### src/rtl/comm_pkg.sv
`timescale 1ns/1ps
package comm_pkg;
  localparam int PHASES  = 3;
  localparam int HALL_W  = 3;
  localparam int STEPS   = 6;
  localparam int STEP_W  = $clog2(STEPS);
  localparam int SEL_W   = 2;

  typedef enum logic [SEL_W-1:0] {
    SPACE_60  = 2'b00,
    SPACE_120 = 2'b01,
    SPACE_240 = 2'b10,
    SPACE_300 = 2'b11
  } spacing_e;

  // strobes from control to datapath
  typedef struct packed {
    logic              valid;
    logic [STEP_W-1:0] step;
    logic              fwd;
    logic              enable;
    logic              brake;
  } drive_strobe_t;
endpackage

### src/rtl/comm_ctrl.sv
`timescale 1ns/1ps
module comm_ctrl
  import comm_pkg::*;
#(
  parameter int SYNC_STAGES = 2
) (
  input  logic              clk,
  input  logic              rstN,
  input  logic [HALL_W-1:0] hallIn,
  input  logic [SEL_W-1:0]  spacingSel,
  input  logic              dirFwd,
  input  logic              driveEnable,
  input  logic              brake,
  output drive_strobe_t     strobe
);
  localparam int LAST_STAGE = SYNC_STAGES - 1;

  logic [HALL_W-1:0] syncChain [SYNC_STAGES];
  logic [HALL_W-1:0] syncCode;
  logic              wideFamily;
  logic              reversedOrder;
  logic              matchValid;
  logic [STEP_W-1:0] matchIdx;
  logic [STEP_W-1:0] stepIdx;

  // Base cycle of one spacing family, by position in the cycle
  function automatic logic [HALL_W-1:0] baseCode(input logic wide, input int idx);
    logic [HALL_W-1:0] code;
    if (wide) begin
      case (idx)
        0: code = 3'b001;
        1: code = 3'b011;
        2: code = 3'b010;
        3: code = 3'b110;
        4: code = 3'b100;
        default: code = 3'b101;
      endcase
    end else begin
      case (idx)
        0: code = 3'b000;
        1: code = 3'b001;
        2: code = 3'b011;
        3: code = 3'b111;
        4: code = 3'b110;
        default: code = 3'b100;
      endcase
    end
    return code;
  endfunction

  always_ff @(posedge clk or negedge rstN) begin
    if (!rstN) begin
      for (int s = 0; s < SYNC_STAGES; s++) syncChain[s] <= '0;
    end else begin
      syncChain[0] <= hallIn;
      for (int s = 1; s < SYNC_STAGES; s++) syncChain[s] <= syncChain[s-1];
    end
  end

  assign syncCode = syncChain[LAST_STAGE];

  always_comb begin
    wideFamily    = (spacing_e'(spacingSel) == SPACE_120) ||
                    (spacing_e'(spacingSel) == SPACE_240);
    reversedOrder = spacingSel[1];
    matchValid    = 1'b0;
    matchIdx      = '0;
    for (int i = 0; i < STEPS; i++) begin
      if (syncCode == baseCode(wideFamily, i)) begin
        matchValid = 1'b1;
        matchIdx   = STEP_W'(i);
      end
    end
    if (reversedOrder && (matchIdx != '0))
      stepIdx = STEP_W'(STEPS) - matchIdx;
    else
      stepIdx = matchIdx;
  end

  always_comb begin
    strobe.valid  = matchValid;
    strobe.step   = stepIdx;
    strobe.fwd    = dirFwd;
    strobe.enable = driveEnable;
    strobe.brake  = brake;
  end
endmodule

### src/rtl/comm_dp.sv
`timescale 1ns/1ps
module comm_dp
  import comm_pkg::*;
(
  input  logic              clk,
  input  logic              rstN,
  input  drive_strobe_t     strobe,
  output logic [PHASES-1:0] hsOn,
  output logic [PHASES-1:0] lsOn
);
  int                hiIdx;
  int                loIdx;
  int                srcIdx;
  int                sinkIdx;
  logic              live;
  logic [PHASES-1:0] hsNext;
  logic [PHASES-1:0] lsNext;

  always_comb begin
    hiIdx = int'(strobe.step) / 2;
    loIdx = (int'(strobe.step) + 1) / 2 + 1;
    if (loIdx >= PHASES) loIdx = loIdx - PHASES;
    srcIdx  = strobe.fwd ? hiIdx : loIdx;
    sinkIdx = strobe.fwd ? loIdx : hiIdx;
    live    = strobe.valid && strobe.enable;
  end

  for (genvar p = 0; p < PHASES; p++) begin : g_phase
    assign hsNext[p] = strobe.brake ? 1'b0 : (live && (srcIdx == p));
    assign lsNext[p] = strobe.brake ? 1'b1 : (live && (sinkIdx == p));
  end

  always_ff @(posedge clk or negedge rstN) begin
    if (!rstN) begin
      hsOn <= '0;
      lsOn <= '0;
    end else begin
      hsOn <= hsNext;
      lsOn <= lsNext;
    end
  end
endmodule

### src/rtl/hall_commutator.sv
`timescale 1ns/1ps
module hall_commutator
  import comm_pkg::*;
#(
  parameter int SYNC_STAGES = 2
) (
  input  logic             clk,
  input  logic             rstN,
  input  logic [2:0]       hallIn,
  input  logic [1:0]       spacingSel,
  input  logic             dirFwd,
  input  logic             driveEnable,
  input  logic             brake,
  output logic [2:0]       hsOn,
  output logic [2:0]       lsOn
);
  drive_strobe_t strobe;

  comm_ctrl #(.SYNC_STAGES(SYNC_STAGES)) i_ctrl (
    .clk        (clk),
    .rstN       (rstN),
    .hallIn     (hallIn),
    .spacingSel (spacingSel),
    .dirFwd     (dirFwd),
    .driveEnable(driveEnable),
    .brake      (brake),
    .strobe     (strobe)
  );

  comm_dp i_dp (
    .clk   (clk),
    .rstN  (rstN),
    .strobe(strobe),
    .hsOn  (hsOn),
    .lsOn  (lsOn)
  );
endmodule

### config.mk
export PLATFORM = sky130hd
export DESIGN_NAME = hall_commutator
export DESIGN_NICKNAME = d
export VERILOG_FILES = /design/src/rtl/comm_pkg.sv /design/src/rtl/comm_ctrl.sv /design/src/rtl/comm_dp.sv /design/src/rtl/hall_commutator.sv
export SDC_FILE = /design/constraint.sdc
export NUM_CORES = 1
export LEC_CHECK = 0
export ABC_AREA = 1
export BUFFER_PORTS_ARGS = -buffer_cell sky130_fd_sc_hd__buf_4
export CELL_PAD_IN_SITES_DETAIL_PLACEMENT = 0
export CELL_PAD_IN_SITES_GLOBAL_PLACEMENT = 1
export CORE_MARGIN = 1.5
export CORE_UTILIZATION = 39
export CTS_BUF_LIST = sky130_fd_sc_hd__clkbuf_16
export DETAILED_ROUTE_END_ITERATION = 10
export GPL_ROUTABILITY_DRIVEN = 0
export PLACE_DENSITY = 0.86
export RECOVER_POWER = 100
export SKIP_LAST_GASP = 1
export SLEW_MARGIN = 20
export SYNTH_ARGS = -nofsm -noshare
export SYNTH_HDL_FRONTEND = slang
export SYNTH_HIERARCHICAL = 1
export SYNTH_SLANG_ARGS = --single-unit
### constraint.sdc
create_clock -name clk -period 3.8 [get_ports clk]
set_input_delay 0.76 -clock clk [delete_from_list [all_inputs] [get_ports clk]]
set_output_delay 0.76 -clock clk [all_outputs]
set_load 0.02 [all_outputs]
---- After elaboration in Yosys (flattened, before gate mapping) ----
Cells that the tools add are included.
word-level totals
  flip-flop bits (word level) ............. 12
  latch bits .............................. 0
  bits in writable memories ............... 0
  memory bits (read-only) ................. 0
  input port bits ......................... 10
  word-level logic and storage cells ...... 62
  memories ................................ 0
operators by class
  add/subtract/negate cells ............... 5
  multiply operators ...................... 0
  divide/modulo/power cells ............... 0
  $lt $le $gt $ge ......................... 1
  equality and inequality tests ........... 12
  shift-type cells ........................ 0
  muxes and demuxes ....................... 27
  bitwise operators ....................... 1
  reduce and logical (&&, ||, !) cells .... 12
operators by type and width
  cell                   number
  $mux 32                3
  $eq 32x2->1 const B    2
  $eq 32x3->1 const B    2
  $logic_not 32->1       2
  $add 32x1->32          1
  $add 32x2->32 const B  1
  $ge 32x3->1 const B    1
  $sub 32x3->32 const B  1
  $mux 1                 17
  $eq 3x3->1             3
  $mux 3                 3
  $logic_and 1x1->1      8
  $mux 2                 4
  $eq 3x2->1             2
  $add 3x1->4 const B    1
  $eq 3x1->1             1
  $reduce_bool 3->1      1
  $sub 3x3->3 const A    1
  $eq 2x1->1 const B     1
  $eq 2x2->1 const B     1
  $and 1x1->1 const A    1
  $logic_or 1x1->1       1

---- Logic depth before layout (Yosys ltp) ----
Gate-level depths: netlist of the first run.
  depth in word-level cells ............... 22
  depth in mapped cells ................... 28
  gate-level depth less buffers ........... 28

---- Cells and area by module ----
Netlist of the first run, hierarchy kept.
by module, submodules not included
  module     times used  cells each  area each (um^2)
  comm_dp    1           80          566.8
  comm_ctrl  1           50          396.6

---- Worst setup path after synthesis of the first run ----
Ideal clock, no wire load.
  path kind ............................... input -> register
  from .................................... input port spacingSel[0]
  to ...................................... register i_dp.hsOn[2]
  arrival time ............................ 3.682 ns
  required time ........................... 3.728 ns
  slack ................................... 0.046 ns
  stages .................................. 25
  buffers on the path ..................... 0
  cell sequence ........................... inv_1 > nand2_1 > nand3_2 > nand2_1 > nand2_2 > nor2_4 > nor2_2 > ha_1 > or2_2 > o22ai_1 > xor2_1 > ha_1 > inv_1 > nand4_1 > nand2_2 > nor2_1 > ha_1 > inv_1 > nor2_1 > nand2_1 > nor2_1 > nand2_1 > nand3_1 > nand3_2 > nor2_1
RTL lines
  element               line                   RTL
  start, declared       hall_commutator.sv:10  input logic [1:0] spacingSel,
  end signal, assigned  comm_dp.sv:38          hsOn <= hsNext;
  end, declared         comm_dp.sv:8           output logic [PHASES-1:0] hsOn,

==> results of run 1 <==
[per-stage QoR]
stage               area, um2  util (%)  hold WS, ns  instances  power, mW
finish                   1370      60.4        0.346        190      0.607
global route             1370      60.4        0.364        190      0.655
CTS                      1260      55.4        0.346        186      0.587
detailed placement       1190      52.1        0.336        183      0.398
global placement         1190      52.1        0.336        183      0.392
floorplan                 963         -        0.331        130      0.317
[layout make-up]
| cell class | instances | share of cell area (%) |
|---|---|---|
| clock buffers | 3 | 5.46 |
| inverters | 22 | 6.38 |
| multi-input cells | 92 | 47.1 |
| flip-flops and latches | 12 | 21.9 |
| well taps | 28 | 2.55 |
| repair buffers | 33 | 16.7 |
[where the power goes]
part	total (mW)	switching (mW)	internal [mW]
clock network	0.184	0.0473	0.136
registers	0.141	0.00418	0.136
logic	0.282	0.162	0.120
[kinds of logic (layout without fill, tap and decap cells)]
logic type,count (synthesis),after routing
compound gates,5,5
xor+xnor,1,1
fa+ha+maj,6,6
buf+inv,26,58
flops,12,12
simple gates,80,80
[worst register-to-register path, delay by kind of cell, from the launching register on]
kind,cells,cell delay [ns]
and+or+nand+nor,15,1.37
adders and majority gates,4,1.05
DFF,1,0.44
buffers and inverters,5,0.27
xor gates and xnor gates,1,0.16
[sequential cells by signal, summed over array words and instances (netlist names)]
| name | cells |
|---|---|
| i_dp/lsOn | 3 |
| i_dp/hsOn | 3 |
| i_ctrl/syncCode | 3 |
| i_ctrl/syncChain | 3 |
[routing by layer]
layer | vias up | GRT usage, % | part of all wire [%]
li1 | 475 | - | -
met1 | 436 | 18.7 | 40
met2 | 18 | 31.9 | 57
met3 | 0 | 3.71 | 2.8
met4 | 0 | 1.71 | 0
met5 | - | 0 | 0
[synth_stat cells (all sizes together)]
cell type / count / area share [%]
nand4: 6 / 4.5
inv: 22 / 8.6
ha: 6 / 7.8
nor2: 13 / 7.7
o22ai: 1 / 0.65
nand2: 37 / 16
xor2: 1 / 0.91
or2: 3 / 1.9
buf: 4 / 3.1
nand3: 21 / 15
o21ai: 3 / 2.3
dfrtp: 12 / 31
a21oi: 1 / 0.52
[cell usage in the layout (no fill, tap or decap)]
master     count
nand2_1       23
buf_4         21
inv_1         17
nand2_2       12
dfrtp_1       12
nand3_2       11
nand3_1        9
clkbuf_1       7
nor2_1         6
nand4_1        5
nor2_2         4
clkbuf_16      3
nor2_4         3
inv_2          3
or2_2          3
ha_1           3
ha_2           3
clkbuf_4       3
inv_4          2
nand2_4        2
o21ai_2        2
buf_6          2
nand3_4        1
o22ai_4        1
o21ai_0        1
xor2_2         1
nand4_2        1
a21oi_1        1
[repair_timing]
action                                  in CTS  in global routing
gates resized for setup                      0                 29
setup buffers                                0                  4
endpoints found under the setup margin       0                  6
hold buffers                                 0                  0
[worst max path at each step]
| stage | cells after the start | startpoint | end |
|---|---|---|---|
| global route | 29 | spacingSel[1] | i_dp/hsOn[2] |
| CTS | 29 | spacingSel[1] | i_dp/hsOn[2] |
| global placement | 29 | spacingSel[1] | i_dp/hsOn[2] |
| finish | 28 | spacingSel[1] | i_dp/lsOn[1] |
| detailed placement | 29 | spacingSel[1] | i_dp/hsOn[2] |
| floorplan | 25 | spacingSel[0] | i_dp/hsOn[2] |
==> results.yml, run 1 <==
min_path:
  hold_depth: 0
  min_to: "i_ctrl/syncCode[2]"
  hp-start: "i_ctrl/syncChain[5]"
  min_path_type: "register to register"
cts:
  path_clk_slew_ns: 0.04
  insertion_delay_ns: 0.23
  cts_num_sinks: 12
  cts_tree: "built"
  clockBufferDepth: 2
  numCtsBuffers: 3
  h-tree-depth: 1
  cts_root_buf: "clkbuf_16"
worst_setup_path:
  path_max_fanout: 4
  cp.arrival_ns: 3.72
  timing.rr.end: "i_dp/lsOn[1]"
  r2r_slack_ns: 0.48
  critical_path_buf_inv_count: 6
  cp_top_family: "simple AND/OR/NAND/NOR gates"
  critPathSlowestCell: "ha_2"
  cp-start-kind: "input pin"
  cp.required_ns: 3.97
  reg2reg_depth: 25
  crit_top_cell: "nand2_1"
  crit_path_end_kind: "register"
  max_stage_delay_ns: 0.31
  setup.worst_path.class: "input pin to register"
  r2r-start: "i_ctrl/syncCode[0]"
logic_synthesis:
  synth_mux_area_share_pct: 0
  synthXorXnorAreaFrac_pct: 0.909
  synth_nets: 146
  netlist_area_um2: 963
  synth_compound_area_share_pct: 3.51
  synthSimpleGateAreaFrac_pct: 44.9
  netlist_instances: 130
  post_synth.cell_area_avg_um2: 7.41
  synth_fa_ha_area_share_pct: 7.79
  ys_warn_count: 6
  synth_top_family_by_area: "simple AND/OR/NAND/NOR gates"
  ys_seq_area_share_pct: 31.2
  synth.distinct_cells: 20
  ys_seq_elements: 12
sta:
  worst_slack_ns: 0.254
  tightest_slew_ns: 0.586
  finalCriticalPeriod_ns: 3.55
  slew_headroom_pct: 60.9
  max_freq_ghz: 0.282
  maxSlewViolCount: 0
  fin_skew_ns: 0.000489
  hold_violations: 0
  min_period_over_period_pct: 93.3
  setup_viol_count_final: 0
  setup-tns-final_ns: 0
layout:
  layout.nets: 180
  n_antenna_cell: 0
  area_delta_synth_final_pct: 42.6
  multi_input_area_um2: 647
  fillers: 216
  layout-drive-gt1-share_pct: 48.1
  regArea_um2: 300
routing:
  first_pass_iters: 4
  post_drt_wl_per_cell_um: 11.4
  drc: 0
  avgViaCountPerCell: 4.89
  route.vias.total: 929
  detail-route-antenna-nets: 0
  drt_wl_total_um: 2180
  drt_iter0_markers: 22
global_routing:
  grt_max_degree: 13
  grt-ovfl-total: 0
  grt_pass1_vias: 868
  grt_pass1_wl_um: 3440
  grtUsageTotal_pct: 16.5
  antenna_found_initial: 0
floorplanning:
  die_w_um: 52.7
  fp.dieH_um: 52.7
  core_mm2: 0.00228
  initial_core_util_pct: 42.3
  dieArea_mm2: 0.00278
  io_pins: 16
  row_count: 17
pwr:
  ir_drop_uv: 553
  p_leak_nw: 0.702
  power_density_mw_per_mm2: 442
outcome:
  outcome: "completed"
placed_design:
  io_buffers: 15
  hpwl_um: 1600
  pre_cts_ws_ns: -0.0932
job:
  max_cap_violations: 0
(Power assumes the default switching activity.)
==> run 2, diff against run 1 <==
--- a/config.mk
+++ b/config.mk
@@ -9,6 +9,7 @@
 export BUFFER_PORTS_ARGS = -buffer_cell sky130_fd_sc_hd__buf_4
 export CELL_PAD_IN_SITES_DETAIL_PLACEMENT = 0
 export CELL_PAD_IN_SITES_GLOBAL_PLACEMENT = 1
+export CORE_ASPECT_RATIO = 0.9
 export CORE_MARGIN = 1.5
 export CORE_UTILIZATION = 39
 export CTS_BUF_LIST = sky130_fd_sc_hd__clkbuf_16
==> results.yml, run 2 (synthesis gave the netlist of run 1 again) <==
pwr:
  ir_drop_uv: 326
  power_density_mw_per_mm2: 460
  p_leak_nw: 0.681
  total_power_mw: 0.609
global_routing:
  grt_max_degree: 13
  grt_pass1_wl_um: 3280
  grtUsageTotal_pct: 14.3
  grt-ovfl-total: 0
  antenna_found_initial: 0
  grt_pass1_vias: 814
layout:
  fillers: 224
  area_delta_synth_final_pct: 37.4
  multi_input_area_um2: 619
  stdcell_area_mm2: 0.00132
  layout-drive-gt1-share_pct: 43.5
  mostFrequentLayoutCells: "27 x nand2_1, 21 x buf_4, 18 x inv_1"
  n_antenna_cell: 0
  regArea_um2: 300
  final_common_cell: "nand2_1"
  layout.nets: 178
worst_setup_path:
  path_max_fanout: 4
  cp-start-kind: "input pin"
  crit_path_end_kind: "register"
  critPathSlowestCell: "ha_1"
  startpoint: "spacingSel[1]"
  cp.arrival_ns: 3.65
  r2r-start: "i_ctrl/syncCode[1]"
  max_stage_delay_ns: 0.28
  setup.worst_path.class: "input pin to register"
  cp_top_family: "simple AND/OR/NAND/NOR gates"
  critical_path_buf_inv_count: 6
  crit_top_cell: "nand2_1"
  cp.required_ns: 3.92
sta:
  finalCriticalPeriod_ns: 3.52
  hold_ws_ns: 0.346
  setup-tns-final_ns: 0
  max_freq_ghz: 0.284
  setup_viol_count_final: 0
  hold_violations: 0
  worst_slack_ns: 0.276
  maxSlewViolCount: 0
  min_period_over_period_pct: 92.7
  tightest_slew_ns: 0.590
  fin_skew_ns: 0.00164
  slew_headroom_pct: 60.7
routing:
  detail-route-antenna-nets: 0
  highest_layer: "met4"
  first_pass_iters: 4
  drt_iter0_markers: 36
  route.vias.total: 899
  wl_met3_um: 55
  drt-met1-wl_um: 878
  avgViaCountPerCell: 4.78
  drc: 0
  dr_wl_met2_um: 1020
  drt_wl_total_um: 1970
  post_drt_wl_per_cell_um: 10.5
floorplanning:
  fp.dieH_um: 50.2
  io_pins: 16
  die_w_um: 55.4
  dieArea_mm2: 0.00278
  core_mm2: 0.00226
  initial_core_util_pct: 42.6
  row_count: 16
placed_design:
  hpwl_um: 1510
  dpl-instance-area_mm2: 0.00118
  io_buffers: 15
  pre_cts_ws_ns: -0.0995
min_path:
  min_path_type: "register to register"
  hp-start: "i_ctrl/syncChain[5]"
outcome:
  outcome: "completed"
job:
  max_cap_violations: 0
cts:
  cts_tree: "built"
  cts.hold.buffers_added: 0
  cts_num_sinks: 12
  clockBufferDepth: 2
  h-tree-depth: 1
  cts_root_buf: "clkbuf_16"
  numCtsBuffers: 3
  path_clk_slew_ns: 0.04
  insertion_delay_ns: 0.23
## run 2: final timing paths
kind                                            end  slack, ns  depth (start not counted)
worst max-delay path                   i_dp/lsOn[1]       0.28                         29
worst min-delay path             i_ctrl/syncCode[2]       0.35                          0
worst max register to register         i_dp/lsOn[1]       0.59                         27
worst min register to register   i_ctrl/syncCode[2]       0.35                          0
max in group asynchronous       i_ctrl/syncChain[3]       2.91                          1
min in group asynchronous        i_ctrl/syncCode[0]       0.50                          1
## run 2: area by class of cell
| type | count | share of cell area [%] |
|---|---|---|
| multi-input cells | 92 | 46.8 |
| flip-flops and latches | 12 | 22.7 |
| repair buffers | 31 | 15.6 |
| inverters | 22 | 6.43 |
| clock buffers | 3 | 5.67 |
| well taps | 27 | 2.55 |
| clock inverters | 1 | 0.284 |
## run 2: power by group
| part | internal (mW) | switching, mW | leakage, nW |
|---|---|---|---|
| logic | 0.122 | 0.160 | 0.496 |
| registers | 0.136 | 0.00381 | 0.146 |
| clock network | 0.138 | 0.0484 | 0.0385 |
| total | 0.396 | 0.213 | 0.681 |
## run 2: timing repair
action | 4_1_cts | 5_1_grt
endpoints found under the setup margin | 0 | 6
gates resized for setup | 0 | 17
buffers inserted | 0 | 2
## run 2: stage by stage
stage | std cells | utilization, %
floorplan | 130 | -
global placement | 182 | 52.4
detailed placement | 182 | 52.4
CTS | 186 | 55.9
global route | 188 | 58.5
finish | 188 | 58.5
## run 2: metal layers
layer | vias to the layer above | GRT usage (%)
met2 | 18 | 25.4
met1 | 409 | 18.4
met3 | 2 | 2.32
met4 | 0 | 3.25
li1 | 470 | -
met5 | - | 0
